[config.mk]
export PLATFORM = sky130hd
export DESIGN_NAME = gain_offset_corrector
export DESIGN_NICKNAME = d
export VERILOG_FILES = /design/src/rtl/corr_pkg.sv /design/src/rtl/corr_add_stage.sv /design/src/rtl/corr_mul_stage.sv /design/src/rtl/corr_round_stage.sv /design/src/rtl/corr_delay_line.sv /design/src/rtl/gain_offset_corrector.sv
export SDC_FILE = /design/constraint.sdc
export NUM_CORES = 1
export LEC_CHECK = 0
export ABC_AREA = 1
export CORE_MARGIN = 5
export CORE_UTILIZATION = 30
export DETAILED_ROUTE_END_ITERATION = 16
export PLACE_DENSITY = 0.42
export REMOVE_ABC_BUFFERS = 1
export SYNTH_ARGS = -nofsm -noshare
export SYNTH_HDL_FRONTEND = slang
export SYNTH_HIERARCHICAL = 1
export SYNTH_SLANG_ARGS = --single-unit
[constraint.sdc]
create_clock -name clk -period 13.5 [get_ports clk]
set_input_delay 2.025 -clock clk [delete_from_list [all_inputs] [get_ports clk]]
set_output_delay 2.025 -clock clk [all_outputs]
set_load 0.005 [all_outputs]
[src/rtl/corr_pkg.sv]
package corr_pkg;

    // Sample and setting widths.
    localparam int RAW_W     = 12;
    localparam int OFS_W     = 12;
    localparam int GAIN_W    = 12;
    localparam int GAIN_FRAC = 11;

    // Derived datapath widths.
    localparam int SUM_W     = RAW_W + 2;            // raw + offset, signed, never wraps
    localparam int PROD_W    = SUM_W + GAIN_W + 1;   // signed sum times zero-extended gain
    localparam int HALF_LSB  = 1 << (GAIN_FRAC - 1); // rounding bias

    // Minimum pipeline: add, multiply, round/saturate.
    localparam int MATH_STAGES = 3;

    typedef enum logic {
        FMT_UNSIGNED = 1'b0,
        FMT_SIGNED   = 1'b1
    } fmt_e;

    typedef struct packed {
        logic              vld;
        fmt_e              fmt;
        logic [SUM_W-1:0]  sum;
        logic [GAIN_W-1:0] gain;
    } sum_bus_t;

    typedef struct packed {
        logic              vld;
        fmt_e              fmt;
        logic [PROD_W-1:0] prod;
    } prod_bus_t;

    typedef struct packed {
        logic             vld;
        logic [RAW_W-1:0] data;
    } res_bus_t;

    // Widen a raw code to the sum width according to its format.
    function automatic logic [SUM_W-1:0] widen_raw(input logic [RAW_W-1:0] raw,
                                                   input fmt_e fmt);
        if (fmt == FMT_SIGNED)
            return {{(SUM_W-RAW_W){raw[RAW_W-1]}}, raw};
        return {{(SUM_W-RAW_W){1'b0}}, raw};
    endfunction

    // Sign-extend the offset setting to the sum width.
    function automatic logic [SUM_W-1:0] widen_ofs(input logic [OFS_W-1:0] ofs);
        return {{(SUM_W-OFS_W){ofs[OFS_W-1]}}, ofs};
    endfunction

    // Round half up, then clamp to the range of the format.
    function automatic logic [RAW_W-1:0] round_clamp(input logic [PROD_W-1:0] prod,
                                                     input fmt_e fmt);
        logic signed [PROD_W-1:0] biased;
        int q;
        int lo;
        int hi;
        biased = $signed(prod + PROD_W'(HALF_LSB));
        q      = int'(biased >>> GAIN_FRAC);
        if (fmt == FMT_SIGNED) begin
            lo = -(1 << (RAW_W - 1));
            hi = (1 << (RAW_W - 1)) - 1;
        end else begin
            lo = 0;
            hi = (1 << RAW_W) - 1;
        end
        if (q > hi)
            q = hi;
        else if (q < lo)
            q = lo;
        return q[RAW_W-1:0];
    endfunction

endpackage

[src/rtl/corr_add_stage.sv]
module corr_add_stage
    import corr_pkg::*;
(
    input  logic              clk,
    input  logic              rst,
    input  logic              kill,
    input  logic              in_vld,
    input  logic [RAW_W-1:0]  raw,
    input  logic [OFS_W-1:0]  ofs,
    input  logic [GAIN_W-1:0] gain,
    input  fmt_e              fmt,
    output sum_bus_t          q
);

    always_ff @(posedge clk) begin
        if (rst) begin
            q <= '0;
        end else begin
            q.vld  <= in_vld & ~kill;
            q.fmt  <= fmt;
            q.sum  <= widen_raw(raw, fmt) + widen_ofs(ofs);
            q.gain <= gain;
        end
    end

endmodule

[src/rtl/corr_mul_stage.sv]
module corr_mul_stage
    import corr_pkg::*;
(
    input  logic      clk,
    input  logic      rst,
    input  logic      kill,
    input  sum_bus_t  d,
    output prod_bus_t q
);

    logic signed [PROD_W-1:0] product;

    // Signed sum times the gain, with the gain taken as a non-negative value.
    assign product = $signed(d.sum) * $signed({1'b0, d.gain});

    always_ff @(posedge clk) begin
        if (rst) begin
            q <= '0;
        end else begin
            q.vld  <= d.vld & ~kill;
            q.fmt  <= d.fmt;
            q.prod <= product;
        end
    end

endmodule

[src/rtl/corr_round_stage.sv]
module corr_round_stage
    import corr_pkg::*;
(
    input  logic      clk,
    input  logic      rst,
    input  logic      kill,
    input  prod_bus_t d,
    output res_bus_t  q
);

    always_ff @(posedge clk) begin
        if (rst) begin
            q <= '0;
        end else begin
            q.vld  <= d.vld & ~kill;
            q.data <= round_clamp(d.prod, d.fmt);
        end
    end

endmodule

[src/rtl/corr_delay_line.sv]
module corr_delay_line
    import corr_pkg::*;
#(
    parameter int DEPTH = 10
) (
    input  logic     clk,
    input  logic     rst,
    input  logic     kill,
    input  res_bus_t d,
    output res_bus_t q
);

    generate
        if (DEPTH == 0) begin : g_pass
            assign q = d;
        end else begin : g_chain
            res_bus_t stg [DEPTH];
            for (genvar i = 0; i < DEPTH; i++) begin : g_stage
                res_bus_t prev;
                if (i == 0) begin : g_head
                    assign prev = d;
                end else begin : g_link
                    assign prev = stg[i-1];
                end
                always_ff @(posedge clk) begin
                    if (rst) begin
                        stg[i] <= '0;
                    end else begin
                        stg[i].vld  <= prev.vld & ~kill;
                        stg[i].data <= prev.data;
                    end
                end
            end
            assign q = stg[DEPTH-1];
        end
    endgenerate

endmodule

[src/rtl/gain_offset_corrector.sv]
module gain_offset_corrector
    import corr_pkg::*;
#(
    parameter int LATENCY = 13
) (
    input  logic              clk,
    input  logic              rst,
    input  logic              flush,
    input  logic              corr_en,
    input  logic              diff_mode,
    input  logic [OFS_W-1:0]  offset,
    input  logic [GAIN_W-1:0] gain,
    input  logic              in_valid,
    input  logic [RAW_W-1:0]  in_data,
    output logic              out_valid,
    output logic [RAW_W-1:0]  out_data
);

    localparam int TAIL_DEPTH = LATENCY - MATH_STAGES;

    logic      kill;
    sum_bus_t  sum_q;
    prod_bus_t prod_q;
    res_bus_t  rnd_q;
    res_bus_t  tail_q;

    // Any cycle with correction off or a flush empties the pipeline.
    assign kill = flush | ~corr_en;

    corr_add_stage u_add (
        .clk    (clk),
        .rst    (rst),
        .kill   (kill),
        .in_vld (in_valid),
        .raw    (in_data),
        .ofs    (offset),
        .gain   (gain),
        .fmt    (fmt_e'(diff_mode)),
        .q      (sum_q)
    );

    corr_mul_stage u_mul (
        .clk  (clk),
        .rst  (rst),
        .kill (kill),
        .d    (sum_q),
        .q    (prod_q)
    );

    corr_round_stage u_rnd (
        .clk  (clk),
        .rst  (rst),
        .kill (kill),
        .d    (prod_q),
        .q    (rnd_q)
    );

    corr_delay_line #(
        .DEPTH (TAIL_DEPTH)
    ) u_tail (
        .clk  (clk),
        .rst  (rst),
        .kill (kill),
        .d    (rnd_q),
        .q    (tail_q)
    );

    // Output select: corrected pipeline output or same-cycle bypass.
    always_comb begin
        if (corr_en) begin
            out_valid = tail_q.vld & ~flush;
            out_data  = tail_q.data;
        end else begin
            out_valid = in_valid;
            out_data  = in_data;
        end
    end

endmodule

==> results of run 1 <==
## flip-flops by register name, indices dropped and copies added (netlist names)
name                cells
u_add/q                28
u_mul/q                19
u_rnd/q                13
u_tail/g_chain.stg    130
## worst paths after layout
path	from	end	slack, ns	depth (start not counted)
setup / recovery	corr_en	out_data[3]	7.73	5
setup reg to reg	u_add/q[1]	u_mul/q[26]	7.99	22
hold / removal	u_tail/g_chain.stg[3][1]	u_tail/g_chain.stg[3][14]	0.39	2
hold reg to reg	u_tail/g_chain.stg[3][1]	u_tail/g_chain.stg[3][14]	0.39	2
## final cells by class
cell class | instances | area [um2]
fillers | 5040 | 30800
multi-input cells | 1120 | 7900
flip-flops and latches | 190 | 3800
inverters | 571 | 2140
well taps | 607 | 759
repair buffers | 56 | 557
clock buffers | 17 | 425
clock inverters | 14 | 203
## power by group
| part | internal, mW | total, mW | switching, mW | leakage [nW] |
|---|---|---|---|---|
| registers | 0.627 | 0.694 | 0.0668 | 1.55 |
| clock network | 0.298 | 0.538 | 0.240 | 0.301 |
| logic | 0.298 | 0.839 | 0.541 | 6.65 |
## per-stage QoR
stage | std cells | hold slack [ns] | cell area, um2 | total power [mW] | utilization, %
finish | 2575 | 0.394 | 15800 | 2.07 | 33.9
global route | 2575 | 0.411 | 15800 | 2.28 | 33.9
CTS | 2575 | 0.397 | 15800 | 2.11 | 33.9
detailed placement | 2544 | 0.392 | 15200 | 1.56 | 32.6
global placement | 2544 | 0.388 | 15200 | 1.56 | 32.6
floorplan | 1881 | 0.388 | 13800 | 1.31 | -
## metal layers
| layer | vias to the layer above | wire length, um |
|---|---|---|
| li1 | 5504 | - |
| met4 | 0 | 430 |
| met3 | 30 | 1090 |
| met5 | - | 0 |
| met2 | 134 | 14900 |
| met1 | 4900 | 16100 |
## worst max-delay path: cells and delay by family
family | cells | cell delay (ns)
buf+inv | 3 | 1.56
simple gates | 2 | 0.16
==> impl_metrics.csv, run 1 <==
group,metric,value,unit
global_routing,grt_pass1_wl,55500,um
final_layout,syn_to_final_growth,11.6,%
sta,setup_viol,0,
floorplan,io_pins,55,
routing,vias,10600,
clock_tree,cts_tree,"built",
setup_path,critical_path_class,"in2out",
setup_path,crit_arrival,3.75,ns
setup_path,end_kind,"output pin",
worst_hold_path,hold_class,"reg2reg",
floorplan,die_y,227,um
status,run_status,"completed",
clock_tree,root_buffer,"clkbuf_16",
global_routing,met3_usage,2.40,%
routing,drt_iter0_drc,524,
final_layout,num-nets-final,2239,
pwr,p_per_area,131,nW/um2
clock_tree,clk_latency,0.47,ns
logic_synthesis,avgSynthCellArea,7.32,um2
clock_tree,cts_resized,0,
setup_path,worstPathCellList,"clkdlybuf4s50_1 > inv_2 > nand2_1 > nand2_1 > clkdlybuf4s50_1",
floorplan,placeableCoreArea,46600,um2
sta,worst_slew_pin_slew,0.936,ns
global_routing,grtUsageMet1,18.5,%
routing,wirelength,32600,um
flow_run,cap_viol_max_count,0,
clock_tree,holdBufCountCts,0,
routing,drc,0,
placement,portBuffers,54,
clock_tree,clk_pin_slew,0.07,ns
final_layout,final_cell_mix,"565 x inv_1, 460 x nand2_1, 234 x nor2_1, 190 x dfxtp_1, 159 x fa_1",
setup_path,start_kind,"input pin",
sta,maxSlewViolCount,0,
sta,period_share,42.8,%
clock_tree,clockBufferDepth,2,
clock_tree,cts_sinks,190,
routing,first_pass_iters,5,
placement,place_ws,7.70,ns
clock_tree,cts_made_buffers,17,
clock_tree,postCtsSetupRepairBufs,0,
global_routing,grt-ovfl-total,0,
pwr,vdd_ir_drop_max,0.0925,mV
final_layout,antenna_cells,0,
global_routing,grt_max_degree,110,
clock_tree,h-tree-depth,4,
sta,period_needed,5.77,ns
global_routing,use_met2,22.3,%
floorplan,fp.dieArea,51600,um2
routing,routedWlPerCell,12.7,um
global_routing,track_usage,13.5,%
floorplan,rows,79,
logic_synthesis,synthCells,1932,
sta,clock-skew-final,0.0183,ns
setup_path,critPathRequiredTime,11.48,ns
sta,max_freq,173,MHz
final_layout,final_common_cell,"inv_1",
placement,dpl.hpwl,25900,um
sta,maxSlewHeadroom,37.5,%
setup_path,slowest_delay,0.71,ns
setup_path,critPathSlowestCell,"clkdlybuf4s50_1",
global_routing,busiest_layer,"met2",
sta,final-hold-violation-count,0,
logic_synthesis,syn_area,14100,um2
placement,gp_congestion,0.832,
sta,fin_tns_setup,0,ns
routing,vias_per_cell,4.10,
logic_synthesis,ys_warn_count,6,
sta,setup_slack,7.73,ns
routing,route.antenna.remaining_nets,0,
floorplan,dieWidth,227,um
global_routing,grt_pass1_vias,10800,
sta,rsz0062_at_grt,"false",
pwr,power_leakage,8.50,nW
global_routing,antenna_found_initial,0,
final_layout,drive_gt1_share,3.86,%
floorplan,start_util,30.4,%
setup_path,path_max_fanout,15,
Power figures use the tool's default switching activity.
==> inputs of run 2 (changes only) <==
--- a/config.mk
+++ b/config.mk
@@ -9,7 +9,7 @@
 export CORE_MARGIN = 5
 export CORE_UTILIZATION = 30
 export DETAILED_ROUTE_END_ITERATION = 16
-export PLACE_DENSITY = 0.42
+export PLACE_DENSITY = 0.44
 export REMOVE_ABC_BUFFERS = 1
 export SYNTH_ARGS = -nofsm -noshare
 export SYNTH_HDL_FRONTEND = slang
==> constraint.sdc (replaced) <==
create_clock -name clk -period 4.9 [get_ports clk]
set_input_delay 0.735 -clock clk [delete_from_list [all_inputs] [get_ports clk]]
set_output_delay 0.735 -clock clk [all_outputs]
set_load 0.005 [all_outputs]
==> run 2 against run 1 <==
Compared with the run above: clock skew down 0.0057 ns; first-iteration DRC count down 20%; critical path depth up 15; clock power rose to 2.7 times the previous value; core utilization up 3.2 points; global-route usage up 0.61 points.
==> impl_metrics.csv, run 2 (synthesis gave the netlist of run 1 again) <==
group,metric,value,unit
placement,portBuffers,54,
floorplan,io_pins,55,
setup_path,critPathRequiredTime,5.27,ns
final_layout,register_area,3840,um2
worst_hold_path,holdPathStages,2,
setup_path,critical_path_class,"reg2reg",
floorplan,start_util,30.4,%
placement,gp_congestion,0.899,
routing,first_pass_iters,5,
sta,period_needed,4.70,ns
final_layout,drive_gt1_share,14.8,%
floorplan,dieWidth,227,um
floorplan,die_y,227,um
clock_tree,clk_latency,0.44,ns
setup_path,path_max_fanout,10,
sta,max_freq,213,MHz
clock_tree,h-tree-depth,4,
routing,route.antenna.remaining_nets,0,
placement,post-place-cells,2634,
final_layout,largest_reg_flops,130,
final_layout,final_cell_mix,"535 x inv_1, 425 x nand2_1, 228 x nor2_1, 176 x dfxtp_1, 153 x fa_1",
clock_tree,cts_sinks,190,
sta,setup_slack,0.195,ns
sta,maxSlewHeadroom,53.2,%
routing,vias_per_cell,4.11,
routing,routedWlPerCell,12.8,um
global_routing,grt_max_degree,90,
sta,final-hold-violation-count,0,
final_layout,fillCellCount,4932,
global_routing,track_usage,14.1,%
global_routing,grt_pass1_vias,11300,
setup_path,end_kind,"flop",
sta,fin_tns_setup,0,ns
routing,wirelength,34400,um
floorplan,fp.dieArea,51600,um2
placement,place_ws,-0.242,ns
placement,post_dp_cell_area,16000,um2
final_layout,top_register,"u_tail/g_chain.stg",
clock_tree,root_buffer,"clkbuf_16",
setup_path,ff2ff_path_depth,20,
global_routing,antenna_found_initial,0,
final_layout,num-nets-final,2346,
final_layout,fin_area,17300,um2
flow_run,cap_viol_max_count,0,
sta,rsz0062_at_grt,"true",
final_layout,antenna_cells,0,
pwr,power,6.63,mW
clock_tree,cts_tree,"built",
sta,clock-skew-final,0.0127,ns
status,run_status,"completed",
placement,dpl.hpwl,27800,um
global_routing,grt-ovfl-total,0,
pwr,power_leakage,9.16,nW
final_layout,multi_input_area,8410,um2
final_layout,largestRegisters,"u_tail/g_chain.stg: 130 flops, u_add/q: 28 flops, u_mul/q: 19 flops",
clock_tree,clockBufferDepth,2,
final_layout,syn_to_final_growth,22.3,%
pwr,p_per_area,383,nW/um2
final_layout,final_common_cell,"inv_1",
routing,drt_iter0_drc,421,
sta,setup_viol,0,
floorplan,rows,79,
routing,drc,0,
global_routing,grt_pass1_wl,58100,um
clock_tree,cts_made_buffers,17,
sta,period_share,96.0,%
final_layout,finalNonFillerCells,2683,
setup_path,start_kind,"flop",
floorplan,placeableCoreArea,46600,um2
worst_hold_path,hold_class,"reg2reg",
sta,worst_slew_pin_slew,0.702,ns
routing,vias,11000,
clock_tree,clk_pin_slew,0.08,ns
setup_path,crit_arrival,5.08,ns
sta,maxSlewViolCount,0,
pwr,vdd_ir_drop_max,0.258,mV
## run 2: final cells by class
type                            count  area share (%)
Clock inverter                     12           0.861
Multi-Input combinational cell   1120            48.6
Inverter                          571            12.4
Sequential cell                   190            22.2
Tap cell                          607            4.39
Clock buffer                       20            2.64
Timing Repair Buffer              163            8.86
## run 2: per-stage QoR
stage               utilization (%)  hold slack (ns)
CTS                            36.1            0.401
global placement               34.4            0.389
floorplan                         -            0.388
finish                         37.2            0.398
global route                   37.2            0.412
detailed placement             34.4            0.392
## run 2: path summary, 6_finish.rpt
kind	slack, ns	to	from
worst min register to register	0.40	u_tail/g_chain.stg[3][17]	u_tail/g_chain.stg[3][4]
worst min-delay path	0.40	u_tail/g_chain.stg[3][17]	u_tail/g_chain.stg[3][4]
worst max register to register	0.20	u_mul/q[23]	u_add/q[3]
worst max-delay path	0.20	u_mul/q[23]	u_add/q[3]
## run 2: worst max-delay path: stages (launching register included)
cell	delay [ns]
dfxtp_4	0.41
nand2_2	0.07
inv_2	0.04
fa_2	0.59
inv_2	0.04
fa_1	0.52
inv_2	0.07
buf_12	0.15
fa_1	0.49
fa_1	0.49
inv_1	0.05
fa_1	0.53
inv_1	0.06
ha_4	0.29
nand2_2	0.05
buf_4	0.14
nor3_4	0.21
nand4_1	0.15
nand4_1	0.10
nand2_1	0.05
nor2_1	0.12
## run 2: timing repair
| action | in CTS | in global routing |
|---|---|---|
| resized for setup | 35 | 130 |
| pin swaps | 9 | 85 |
| endpoints found under the setup margin | 12 | 16 |
| setup buffers | 1 | 17 |
| hold buffers | 0 | 0 |
## run 2: power by group
part | switching (mW) | leakage (nW) | internal (mW)
clock | 0.656 | 0.302 | 0.796
combinational | 1.89 | 7.30 | 1.42
sequential | 0.131 | 1.56 | 1.73
total | 2.68 | 9.16 | 3.95
## run 2: per-layer routing
metal  track usage (%)  wire length [um]
met4              3.13               527
met3              2.23              1180
met2              23.6             16200
met1              19.5             16500
met5                 0                 0
==> inputs of run 3 (changes only) <==
--- a/config.mk
+++ b/config.mk
@@ -8,9 +8,11 @@
 export ABC_AREA = 1
 export CORE_MARGIN = 5
 export CORE_UTILIZATION = 30
+export CTS_CLUSTER_SIZE = 25
 export DETAILED_ROUTE_END_ITERATION = 16
 export PLACE_DENSITY = 0.44
 export REMOVE_ABC_BUFFERS = 1
+export SLEW_MARGIN = 20
 export SYNTH_ARGS = -nofsm -noshare
 export SYNTH_HDL_FRONTEND = slang
 export SYNTH_HIERARCHICAL = 1
==> results of run 3 <==
The final DEF is identical to that of run 2; final timing and power are the same.
